$ cat src/rtl/twr_pkg.sv
package twr_pkg;

    localparam int BYTE_W = 8;

    typedef enum logic [3:0] {
        ST_IDLE,
        ST_DEVADDR,
        ST_DEVACK,
        ST_REGADDR,
        ST_REGACK,
        ST_WDATA,
        ST_WDACK,
        ST_RDATA,
        ST_RDACK,
        ST_DONE,
        ST_IGNORE
    } twr_state_e;

endpackage

$ cat src/rtl/twr_line_sync.sv
module twr_line_sync #(
    parameter int SYNC_STAGES = 2
) (
    input  logic clk,
    input  logic rst_n,
    input  logic scl_raw,
    input  logic sda_raw,
    output logic scl_s,
    output logic sda_s,
    output logic ev_rise,
    output logic ev_fall,
    output logic ev_start,
    output logic ev_stop
);

    logic [SYNC_STAGES-1:0] scl_ff;
    logic [SYNC_STAGES-1:0] sda_ff;
    logic                   scl_d;
    logic                   sda_d;

    // Idle bus is high on both lines, so every flop resets to 1
    always_ff @(posedge clk or negedge rst_n) begin
        if (!rst_n) begin
            scl_ff <= '1;
            sda_ff <= '1;
            scl_d  <= 1'b1;
            sda_d  <= 1'b1;
        end else begin
            scl_ff <= {scl_ff[SYNC_STAGES-2:0], scl_raw};
            sda_ff <= {sda_ff[SYNC_STAGES-2:0], sda_raw};
            scl_d  <= scl_ff[SYNC_STAGES-1];
            sda_d  <= sda_ff[SYNC_STAGES-1];
        end
    end

    assign scl_s    = scl_ff[SYNC_STAGES-1];
    assign sda_s    = sda_ff[SYNC_STAGES-1];
    assign ev_rise  = scl_s & ~scl_d;
    assign ev_fall  = ~scl_s & scl_d;
    // Conditions only count while the clock stayed high over both samples
    assign ev_start = scl_s & scl_d & sda_d & ~sda_s;
    assign ev_stop  = scl_s & scl_d & ~sda_d & sda_s;

endmodule

$ cat src/rtl/twr_regfile.sv
module twr_regfile #(
    parameter int NUM_REGS = 16,
    parameter int DATA_W   = 8,
    localparam int ADDR_W  = $clog2(NUM_REGS)
) (
    input  logic                       clk,
    input  logic                       rst_n,
    input  logic                       we,
    input  logic [ADDR_W-1:0]          waddr,
    input  logic [DATA_W-1:0]          wdata,
    input  logic [ADDR_W-1:0]          raddr,
    output logic [DATA_W-1:0]          rdata,
    output logic [NUM_REGS*DATA_W-1:0] bank
);

    logic [DATA_W-1:0] regs [NUM_REGS];

    for (genvar g = 0; g < NUM_REGS; g++) begin : g_reg
        always_ff @(posedge clk or negedge rst_n) begin
            if (!rst_n) begin
                regs[g] <= '0;
            end else if (we && (waddr == ADDR_W'(g))) begin
                regs[g] <= wdata;
            end
        end
        assign bank[g*DATA_W +: DATA_W] = regs[g];
    end

    assign rdata = regs[raddr];

endmodule

$ cat src/rtl/twowire_regbank_slave.sv
module twowire_regbank_slave #(
    parameter logic [6:0] DEV_ADDR    = 7'b0001000,
    parameter int         NUM_REGS    = 16,
    parameter int         SYNC_STAGES = 2,
    localparam int        ADDR_W      = $clog2(NUM_REGS),
    localparam int        BW          = twr_pkg::BYTE_W
) (
    input  logic                   clk,
    input  logic                   rst_n,
    input  logic                   scl_i,
    input  logic                   sda_i,
    output logic                   sda_oe,
    output logic                   wr_stb,
    output logic [ADDR_W-1:0]      wr_addr,
    output logic [BW-1:0]          wr_data,
    output logic                   wr_stop,
    output logic [NUM_REGS*BW-1:0] reg_bank
);
    import twr_pkg::*;

    localparam logic [3:0] BITS_FULL = 4'(BW);

    logic scl_s, sda_s, ev_rise, ev_fall, ev_start, ev_stop;

    twr_line_sync #(.SYNC_STAGES(SYNC_STAGES)) u_sync (
        .clk      (clk),
        .rst_n    (rst_n),
        .scl_raw  (scl_i),
        .sda_raw  (sda_i),
        .scl_s    (scl_s),
        .sda_s    (sda_s),
        .ev_rise  (ev_rise),
        .ev_fall  (ev_fall),
        .ev_start (ev_start),
        .ev_stop  (ev_stop)
    );

    twr_state_e    state_q, state_d;
    logic [3:0]    bitcnt_q;
    logic [BW-1:0] shreg_q;
    logic [BW-1:0] rd_shift_q;
    logic [BW-1:0] ptr_q;
    logic          rw_q;
    logic          wr_done_q;
    logic          sda_oe_q;
    logic          wr_stb_q;
    logic          wr_stop_q;
    logic [ADDR_W-1:0] wr_addr_q;
    logic [BW-1:0] wr_data_q;

    logic [BW-1:0] rf_rdata;
    logic [BW-1:0] rd_value;
    logic          ptr_in_range;
    logic          byte_done;
    logic          shift_state;
    logic          dev_match;

    assign ptr_in_range = (ptr_q < BW'(NUM_REGS));
    assign rd_value     = ptr_in_range ? rf_rdata : '0;
    assign byte_done    = ev_fall && (bitcnt_q == BITS_FULL);
    assign dev_match    = (shreg_q[BW-1:1] == DEV_ADDR);
    assign shift_state  = (state_q == ST_DEVADDR) || (state_q == ST_REGADDR) ||
                          (state_q == ST_WDATA)   || (state_q == ST_RDATA);

    twr_regfile #(.NUM_REGS(NUM_REGS), .DATA_W(BW)) u_rf (
        .clk   (clk),
        .rst_n (rst_n),
        .we    (wr_stb_q),
        .waddr (wr_addr_q),
        .wdata (wr_data_q),
        .raddr (ptr_q[ADDR_W-1:0]),
        .rdata (rf_rdata),
        .bank  (reg_bank)
    );

    // Next-state logic
    always_comb begin
        state_d = state_q;
        if (ev_stop) begin
            state_d = ST_IDLE;
        end else if (ev_start) begin
            state_d = ST_DEVADDR;
        end else begin
            unique case (state_q)
                ST_IDLE:    state_d = ST_IDLE;
                ST_DEVADDR: if (byte_done) state_d = dev_match ? ST_DEVACK : ST_IGNORE;
                ST_DEVACK:  if (ev_fall)   state_d = rw_q ? ST_RDATA : ST_REGADDR;
                ST_REGADDR: if (byte_done) state_d = ST_REGACK;
                ST_REGACK:  if (ev_fall)   state_d = ST_WDATA;
                ST_WDATA:   if (byte_done) state_d = ST_WDACK;
                ST_WDACK:   if (ev_fall)   state_d = ST_DONE;
                ST_RDATA:   if (byte_done) state_d = ST_RDACK;
                ST_RDACK:   if (ev_fall)   state_d = ST_DONE;
                ST_DONE:    state_d = ST_DONE;
                ST_IGNORE:  state_d = ST_IGNORE;
                default:    state_d = ST_IDLE;
            endcase
        end
    end

    // State register
    always_ff @(posedge clk or negedge rst_n) begin
        if (!rst_n) begin
            state_q <= ST_IDLE;
        end else begin
            state_q <= state_d;
        end
    end

    // Outputs and datapath: SDA only changes on a clock-low event
    always_ff @(posedge clk or negedge rst_n) begin
        if (!rst_n) begin
            bitcnt_q   <= '0;
            shreg_q    <= '0;
            rd_shift_q <= '0;
            ptr_q      <= '0;
            rw_q       <= 1'b0;
            wr_done_q  <= 1'b0;
            sda_oe_q   <= 1'b0;
            wr_stb_q   <= 1'b0;
            wr_stop_q  <= 1'b0;
            wr_addr_q  <= '0;
            wr_data_q  <= '0;
        end else begin
            wr_stb_q  <= 1'b0;
            wr_stop_q <= 1'b0;
            if (ev_stop) begin
                sda_oe_q  <= 1'b0;
                wr_stop_q <= wr_done_q;
                wr_done_q <= 1'b0;
                bitcnt_q  <= '0;
            end else if (ev_start) begin
                sda_oe_q  <= 1'b0;
                wr_done_q <= 1'b0;
                bitcnt_q  <= '0;
            end else begin
                if (ev_rise && shift_state) begin
                    shreg_q  <= {shreg_q[BW-2:0], sda_s};
                    bitcnt_q <= bitcnt_q + 4'd1;
                end
                if (ev_fall) begin
                    unique case (state_q)
                        ST_DEVADDR: begin
                            if (bitcnt_q == BITS_FULL) begin
                                sda_oe_q <= dev_match;
                                rw_q     <= shreg_q[0];
                            end
                        end
                        ST_DEVACK: begin
                            bitcnt_q   <= '0;
                            rd_shift_q <= rd_value;
                            sda_oe_q   <= rw_q ? ~rd_value[BW-1] : 1'b0;
                        end
                        ST_REGADDR: begin
                            if (bitcnt_q == BITS_FULL) begin
                                ptr_q    <= shreg_q;
                                sda_oe_q <= 1'b1;
                            end
                        end
                        ST_REGACK: begin
                            bitcnt_q <= '0;
                            sda_oe_q <= 1'b0;
                        end
                        ST_WDATA: begin
                            if (bitcnt_q == BITS_FULL) begin
                                sda_oe_q <= 1'b1;
                                if (ptr_in_range) begin
                                    wr_stb_q  <= 1'b1;
                                    wr_done_q <= 1'b1;
                                    wr_addr_q <= ptr_q[ADDR_W-1:0];
                                    wr_data_q <= shreg_q;
                                end
                            end
                        end
                        ST_WDACK: sda_oe_q <= 1'b0;
                        ST_RDATA: begin
                            if (bitcnt_q == BITS_FULL) begin
                                sda_oe_q <= 1'b0;
                            end else if (bitcnt_q != 4'd0) begin
                                rd_shift_q <= {rd_shift_q[BW-2:0], 1'b0};
                                sda_oe_q   <= ~rd_shift_q[BW-2];
                            end
                        end
                        default: ;
                    endcase
                end
            end
        end
    end

    assign sda_oe  = sda_oe_q;
    assign wr_stb  = wr_stb_q;
    assign wr_addr = wr_addr_q;
    assign wr_data = wr_data_q;
    assign wr_stop = wr_stop_q;

endmodule

$ cat config.mk
export PLATFORM = sky130hd
export DESIGN_NAME = twowire_regbank_slave
export DESIGN_NICKNAME = d
export VERILOG_FILES = /design/src/rtl/twr_pkg.sv /design/src/rtl/twr_line_sync.sv /design/src/rtl/twr_regfile.sv /design/src/rtl/twowire_regbank_slave.sv
export SDC_FILE = /design/constraint.sdc
export NUM_CORES = 1
export LEC_CHECK = 0
export BUFFER_PORTS_ARGS = -buffer_cell sky130_fd_sc_hd__buf_2
export CORE_ASPECT_RATIO = 1.1
export CORE_UTILIZATION = 55
export DETAILED_ROUTE_END_ITERATION = 10
export HOLD_SLACK_MARGIN = 0.1
export PLACE_DENSITY_LB_ADDON = 0.25
export SLEW_MARGIN = 10
export SYNTH_ARGS = -nofsm -noshare
export SYNTH_HDL_FRONTEND = slang
export SYNTH_SLANG_ARGS = --single-unit
$ cat constraint.sdc
create_clock -name clk -period 5.5 [get_ports clk]
set_input_delay 0.275 -clock clk [delete_from_list [all_inputs] [get_ports clk]]
set_output_delay 0.275 -clock clk [all_outputs]
set_load 0.03 [all_outputs]
Word-level counts from Yosys, hierarchy flattened. Cells that the tools add are included.

Add/subtract/negate cells: 1. $lt $le $gt $ge: 2. Equality and inequality tests: 39. Muxes and demuxes: 46. Bitwise operators: 16. Reductions and logical operators: 41.

Operator list (count): 2-to-1 mux 4 bit (15); == test 4 bit, second input constant (12); one-hot mux 4 bit (9 select lines) (1); binary-select mux 8 bit (select 4 bit) (1); == test 4 x 3 -> 1 bit, second input constant (8); inequality test 4 bit, second input constant (7); 2-to-1 mux 8 bit (3); 2-to-1 mux 1 bit (21); logical AND 1 bit (18); == test 4 x 2 -> 1 bit, second input constant (4); AND reduction 5 bit (3); 2-to-1 mux 7 bit (2); one-hot mux 7 bit (2 select lines) (1); AND reduction 6 bit (2); nonzero test 3 bit (4); == test 4 x 1 -> 1 bit, second input constant (2); < comparator 8 x 5 -> 1 bit, second input constant (1); inequality test 4 x 1 -> 1 bit, second input constant (2); inverter 1 bit (8); OR reduction 2 bit (4); AND 1 bit (7); == test 7 x 4 -> 1 bit, second input constant (1); AND reduction 7 bit (1); nonzero test 7 bit (1); 14 further kinds (16).

Register bits: 182. Bits of input ports: 4. Output and inout port bits: 143. Logic and storage cells: 177.

Logic depth before layout (Yosys ltp).
Depth after elaboration: 11. Gate-level depth with buffers: 8. Gate-level depth less buffers: 7.

Modules after synthesis. A second synthesis with hierarchy kept.

Cell total of the unflattened synthesis: 564. Area total of the unflattened synthesis: 8343.0 um^2.

By module, submodules not included: twr_regfile (instances 1, cells each 364, area an instance 5809.3 um^2); twowire_regbank_slave (instances 1, cells each 190, area an instance 2343.5 um^2); twr_line_sync (instances 1, cells each 10, area an instance 190.2 um^2).

Worst setup path before layout. No wires, ideal clock.

Kind: register to register. From: reg ptr_q[0]. To: reg rd_shift_q[4]. Arrival: 1.726 ns. Required time: 5.379 ns. Path slack: 3.653 ns. Cell stages (with the launch flop): 8. Path through: dfrtp_1 buf_6 buf_6 buf_2 mux4_2 mux2i_1 o21ai_0 o22a_1.

Longest elaborated chain between the ends: 6.

RTL lines: start: declaration (RTL line twowire_regbank_slave.sv:42) `logic [BW-1:0] ptr_q;`; start signal: assignment (RTL line twowire_regbank_slave.sv:156) `ptr_q <= shreg_q;`; inverter 4 -> 5 bit (implied by the code) (RTL line twr_regfile.sv:29) `assign rdata = regs[raddr];`; binary-select mux 8 bit (select 4 bit) (RTL line twr_regfile.sv:29); 2-to-1 mux 8 bit (implied by the code) (2 in series) (RTL line twr_regfile.sv:29); 2-to-1 mux 8 bit * (RTL line twowire_regbank_slave.sv:59) `assign rd_value = ptr_in_range ? rf_rdata : '0;`; one-hot mux 7 bit (2 select lines) * (RTL line twowire_regbank_slave.sv:142) `unique case (state_q)`; end signal: assignment (RTL line twowire_regbank_slave.sv:151) `rd_shift_q <= rd_value;`; end signal: assignment (RTL line twowire_regbank_slave.sv:180) `rd_shift_q <= {rd_shift_q[BW-2:0], 1'b0};`; end: declaration (RTL line twowire_regbank_slave.sv:41) `logic [BW-1:0] rd_shift_q;`.

Every way passes the cells marked *; elsewhere a longest branch is shown, timed or not. The select of a mux whose other input is x is not followed. A chain may end at the register's enable or synchronous reset.

Worst setup path in the final report.
From: reg ptr_q[0]. To: reg sda_oe_q (netlist: sda_oe).

Longest elaborated chain between the ends: 11.

RTL lines: inverter 4 -> 5 bit (implied by the code) (RTL line twr_regfile.sv:29); binary-select mux 8 bit (select 4 bit) (RTL line twr_regfile.sv:29); 2-to-1 mux 8 bit (implied by the code) (2 in series) (RTL line twr_regfile.sv:29); 2-to-1 mux 8 bit * (RTL line twowire_regbank_slave.sv:59); inverter 1 bit * (RTL line twowire_regbank_slave.sv:152) `sda_oe_q <= rw_q ? ~rd_value[BW-1] : 1'b0;`; 2-to-1 mux 1 bit * (RTL line twowire_regbank_slave.sv:152); one-hot mux 1 bit (5 select lines) * (RTL line twowire_regbank_slave.sv:142); 2-to-1 mux 1 bit * (RTL line twowire_regbank_slave.sv:141) `if (ev_fall) begin`; 2-to-1 mux 1 bit * (RTL line twowire_regbank_slave.sv:132) `end else if (ev_start) begin`; 2-to-1 mux 1 bit * (RTL line twowire_regbank_slave.sv:127) `if (ev_stop) begin`; end signal: assignment (RTL line twowire_regbank_slave.sv:145) `sda_oe_q <= dev_match;`; end signal: assignment (RTL line twowire_regbank_slave.sv:152); end signal: assignment (RTL line twowire_regbank_slave.sv:181) `sda_oe_q <= ~rd_shift_q[BW-2];`; end: declaration (RTL line twowire_regbank_slave.sv:45) `logic sda_oe_q;`.

Marked as above.

==> summary.md <==
| Metric | Value |
|---|---|
| Status | `finished, final reports clean` |
| Worst setup path category | `register to register` |
| Vias in the first global route | `roughly 5,700` |
| Source-to-sink clock delay at the later pin of the worst-skew pair | `between 0.4 and 0.5 ns` |
| Total number of yosys warnings | `0` |
| Slowest cell on the critical path | `sky130_fd_sc_hd__dfrtp_2` |
| Crit path largest cell delay | `around 0.66 ns` |
| Minimum clock period | `between 2 and 3 ns` |
| WP buf/inv | `1` |
| Fmax achieved | `just under 400 MHz` |
| # resized after CTS | `0` |
| Die boundary height | `130.3 um` |
| Final routed DRC violation total | `0` |
| Main flop type after synthesis | `sky130_fd_sc_hd__dfrtp_1` |
| Die width | `roughly 120 um` |
| Max IR drop VDD | `approximately 0.21 mV` |
| Clock tree from TritonCTS | `yes` |
| Number of synthesized flops with an enable pin | `0` |
| Number of DRC markers in iteration 0 | `between 500 and 600` |
| Fraction of final layout cells with drive strength greater than 1 | `52.51%` |
| Diodes inserted | `0` |
| Maximum buffer depth of the clock tree | `2` |
| Standard-cell rows | `46` |
| Synthesized area per cell | `14.51 um2` |
| Total wire length | `~20,000 um` |
| Initial core utilization | `between 50 and 60%` |
| Synthesized net count | `573` |
| Via density per instance | `just under 6` |
| Area growth from synthesis to final layout | `17.69%` |
| Overall die area | `approximately 15,000 um2` |
| Most common library cell in the layout ignoring fill and taps | `sky130_fd_sc_hd__dfrtp_1` |
| CP top delay family | `compound AO/OA/AOI/OAI gates` |
| CTS Root Cell | `sky130_fd_sc_hd__clkbuf_16` |
| GRT Residual Overflow | `0` |
| Number of pins exceeding their max-slew limit in the final report | `0` |
| Post-route cell area | `between 9000 and 10,000 um2` |
| Proportion of synthesized chip area in sequential cells | `55.45%` |
| Ordered cell list for the critical path | `buf_4 -> mux4_2 -> nor4b_1 -> a311o_1 -> a311oi_1 -> o31a_1` |
| Worst Path Arrival | `2.94 ns` |
| Num CTS Buffers | `17` |
| Post-DR wirelength/cell | `22.64 um` |
| Placed inst area | `~9100 um2` |
| Hpwl dp | `13,910 um` |
| Transition at the pin with the smallest max-transition slack | `roughly 1.3 ns` |
| Final setup skew | `0.007106 ns` |
| Total negative setup slack | `0 ns` |
| Global Route Usage Sum | `between 20% and 30%` |
| Endpoint class of the critical path | `register` |
| Peak fanout along the critical path | `18` |
| Path class of the lowest-slack min-delay path | `register to register` |
| Vias after detailed routing | `5,429` |
| Share of flip-flops with an asynchronous set or reset after synthesis | `100.0%` |
| Number of nets still failing antenna checks after routing | `0` |
| Number of buffers added on ports | `around 150` |
| Crit start category | `register` |
| Static Leak | `about 5 nW` |
| Clock transition at the registers of the reported paths | `around 0.060 ns` |
| Number of antenna violations at the first check in global routing | `0` |
| Maximum Capacitance Violations | `0` |
| Slew HR | `15.95%` |
| GP Congestion | `just under 0.9` |
| IO Count | `approximately 150` |
| Final count of hold timing violations | `0` |
| H-Tree Level Count | `4` |
| Share of the clock period used by the worst path after layout | `a little under half` |
| Cell Area, Synth | `roughly 8200 um2` |
| Finish-stage setup viols | `0` |
| End-of-flow core utilization | `66.75%` |
| Total power density per cell area | `roughly 300 nW/um2` |
| Cell count after synthesis | `approximately 570` |
| Total Nets Final | `slightly above 700` |
| RSZ-0062 raised after global routing | `false` |
| Register bit total from synthesis | `approximately 180` |
| Maximum number of pins on one net before global-route repair | `71` |
| Hold Worst Slack | `~0.35 ns` |
| Number of distinct library cells after synthesis | `47` |
| Most used cells in the layout excluding fill and tap cells | `sky130_fd_sc_hd__dfrtp_1, sky130_fd_sc_hd__mux2_2, sky130_fd_sc_hd__buf_2` |
| Number of clock sinks | `around 180` |
| Area of the core region | `between 10,000 and 15,000 um2` |
| Wire length of the first global-routing pass | `about 32,000 um` |
| Required time at the endpoint of the critical path | `5.85 ns` |
| Number of detailed-routing iterations run before antenna repair | `5` |
[where the power goes]
group	leakage [nW]	total (W)	switching (W)	internal [W]
Sequential	2.50	0.00149	0.0000912	0.00140
Clock	0.279	0.00118	0.000481	0.000699
Combinational	2.18	0.000264	0.000143	0.000121
Total	4.96	0.00294	0.000716	0.00222
[worst register-to-register path, stage by stage, from the launching register on]
cell and delay, ns:
sky130_fd_sc_hd__dfrtp_2 0.66, sky130_fd_sc_hd__buf_4 0.45, sky130_fd_sc_hd__mux4_2 0.55, sky130_fd_sc_hd__nor4b_1 0.15, sky130_fd_sc_hd__a311o_1 0.28, sky130_fd_sc_hd__a311oi_1 0.27, sky130_fd_sc_hd__o31a_1 0.17
[synthesized netlist by cell type, types with 3 or more instances]
master                     count  area share, %
sky130_fd_sc_hd__mux4_2       34            9.3
sky130_fd_sc_hd__dfstp_2       6            1.9
sky130_fd_sc_hd__nand2b_1      6           0.46
sky130_fd_sc_hd__nand3b_1      5           0.46
sky130_fd_sc_hd__nor2b_1       4           0.30
sky130_fd_sc_hd__mux2i_1      10            1.2
sky130_fd_sc_hd__a21oi_1       7           0.43
sky130_fd_sc_hd__xor2_1        3           0.32
sky130_fd_sc_hd__buf_2         8           0.49
sky130_fd_sc_hd__dfrtp_1     176             54
sky130_fd_sc_hd__inv_1         7           0.32
sky130_fd_sc_hd__nand2_1      18           0.82
sky130_fd_sc_hd__nand3_1       8           0.49
sky130_fd_sc_hd__o21ai_0      19            1.2
sky130_fd_sc_hd__nor4b_1       3           0.32
sky130_fd_sc_hd__nor3_1        3           0.18
sky130_fd_sc_hd__nor2_1       22            1.0
sky130_fd_sc_hd__o22a_1        5           0.53
sky130_fd_sc_hd__o22ai_1       3           0.23
sky130_fd_sc_hd__mux2_2      158             22
sky130_fd_sc_hd__or3_1         5           0.38
sky130_fd_sc_hd__clkbuf_1     21           0.96
[per-layer routing]
| metal | share of wire (%) | vias up | track usage [%] |
|---|---|---|---|
| met4 | 2.8 | 0 | 11.02 |
| met1 | 40 | 2820 | 35.51 |
| met5 | 0 | - | 0 |
| li1 | - | 2366 | - |
| met2 | 51 | 198 | 47.27 |
| met3 | 5.9 | 45 | 6.643 |
[cells by family after synthesis]
kind of cell / share of synthesized area, %
AO/OA/AOI/OAI: 3.650
XOR/XNOR: 0.5324
adder cells (fa/ha/maj): 0.3041
buffers and inverters: 2.312
flip-flops: 55.45
multiplexers: 32.15
AND/OR/NAND/NOR: 5.597
[stage by stage]
stage | cells | setup slack, ns | power (W)
after global routing | 910 | 2.726 | 0.003052
after detailed placement | 875 | 2.884 | 0.001777
after CTS | 910 | 2.854 | 0.002948
after global placement | 875 | 2.906 | 0.001758
final | 910 | 2.910 | 0.002939
after floorplan | 567 | 3.653 | 0.001687
[sequential cells by signal (all words and copies together), names as in the netlist, 2 cells and up]
register       flops
u_rf.bank        128
u_sync.scl_ff      2
u_sync.sda_ff      2
rd_shift_q         7
wr_addr            4
state_q            4
shreg_q            8
wr_data            8
ptr_q              8
bitcnt_q           4
[what timing repair did]
item / in CTS / in global routing
hold buffers: 3 / 0
buffers inserted: 0 / 0
hold endpoints to repair: 59 / 0
endpoints found under the setup margin: 0 / 0
[path summary, 6_finish.rpt]
path,start,to,slack [ns],depth (start not counted)
min in group asynchronous,rst_n,u_rf.bank[26],0.39,2
max reg2reg,ptr_q[0],sda_oe,2.91,6
min,u_sync.sda_ff[0],u_sync.sda_ff[1],0.35,0
max,ptr_q[0],sda_oe,2.91,6
max in group asynchronous,rst_n,ptr_q[5],3.76,3
min reg2reg,u_sync.sda_ff[0],u_sync.sda_ff[1],0.35,0
[final cells by class]
cell class / count / area [um2]
Timing Repair Buffer: 154 / 804.5
Multi-Input combinational cell: 343 / 3475
Inverter: 7 / 26.28
Sequential cell: 182 / 4563
Fill cell: 1066 / 4822
Clock inverter: 2 / 38.79
Clock buffer: 30 / 534.3
Tap cell: 192 / 240.2
Power figures use the tool's default switching activity.
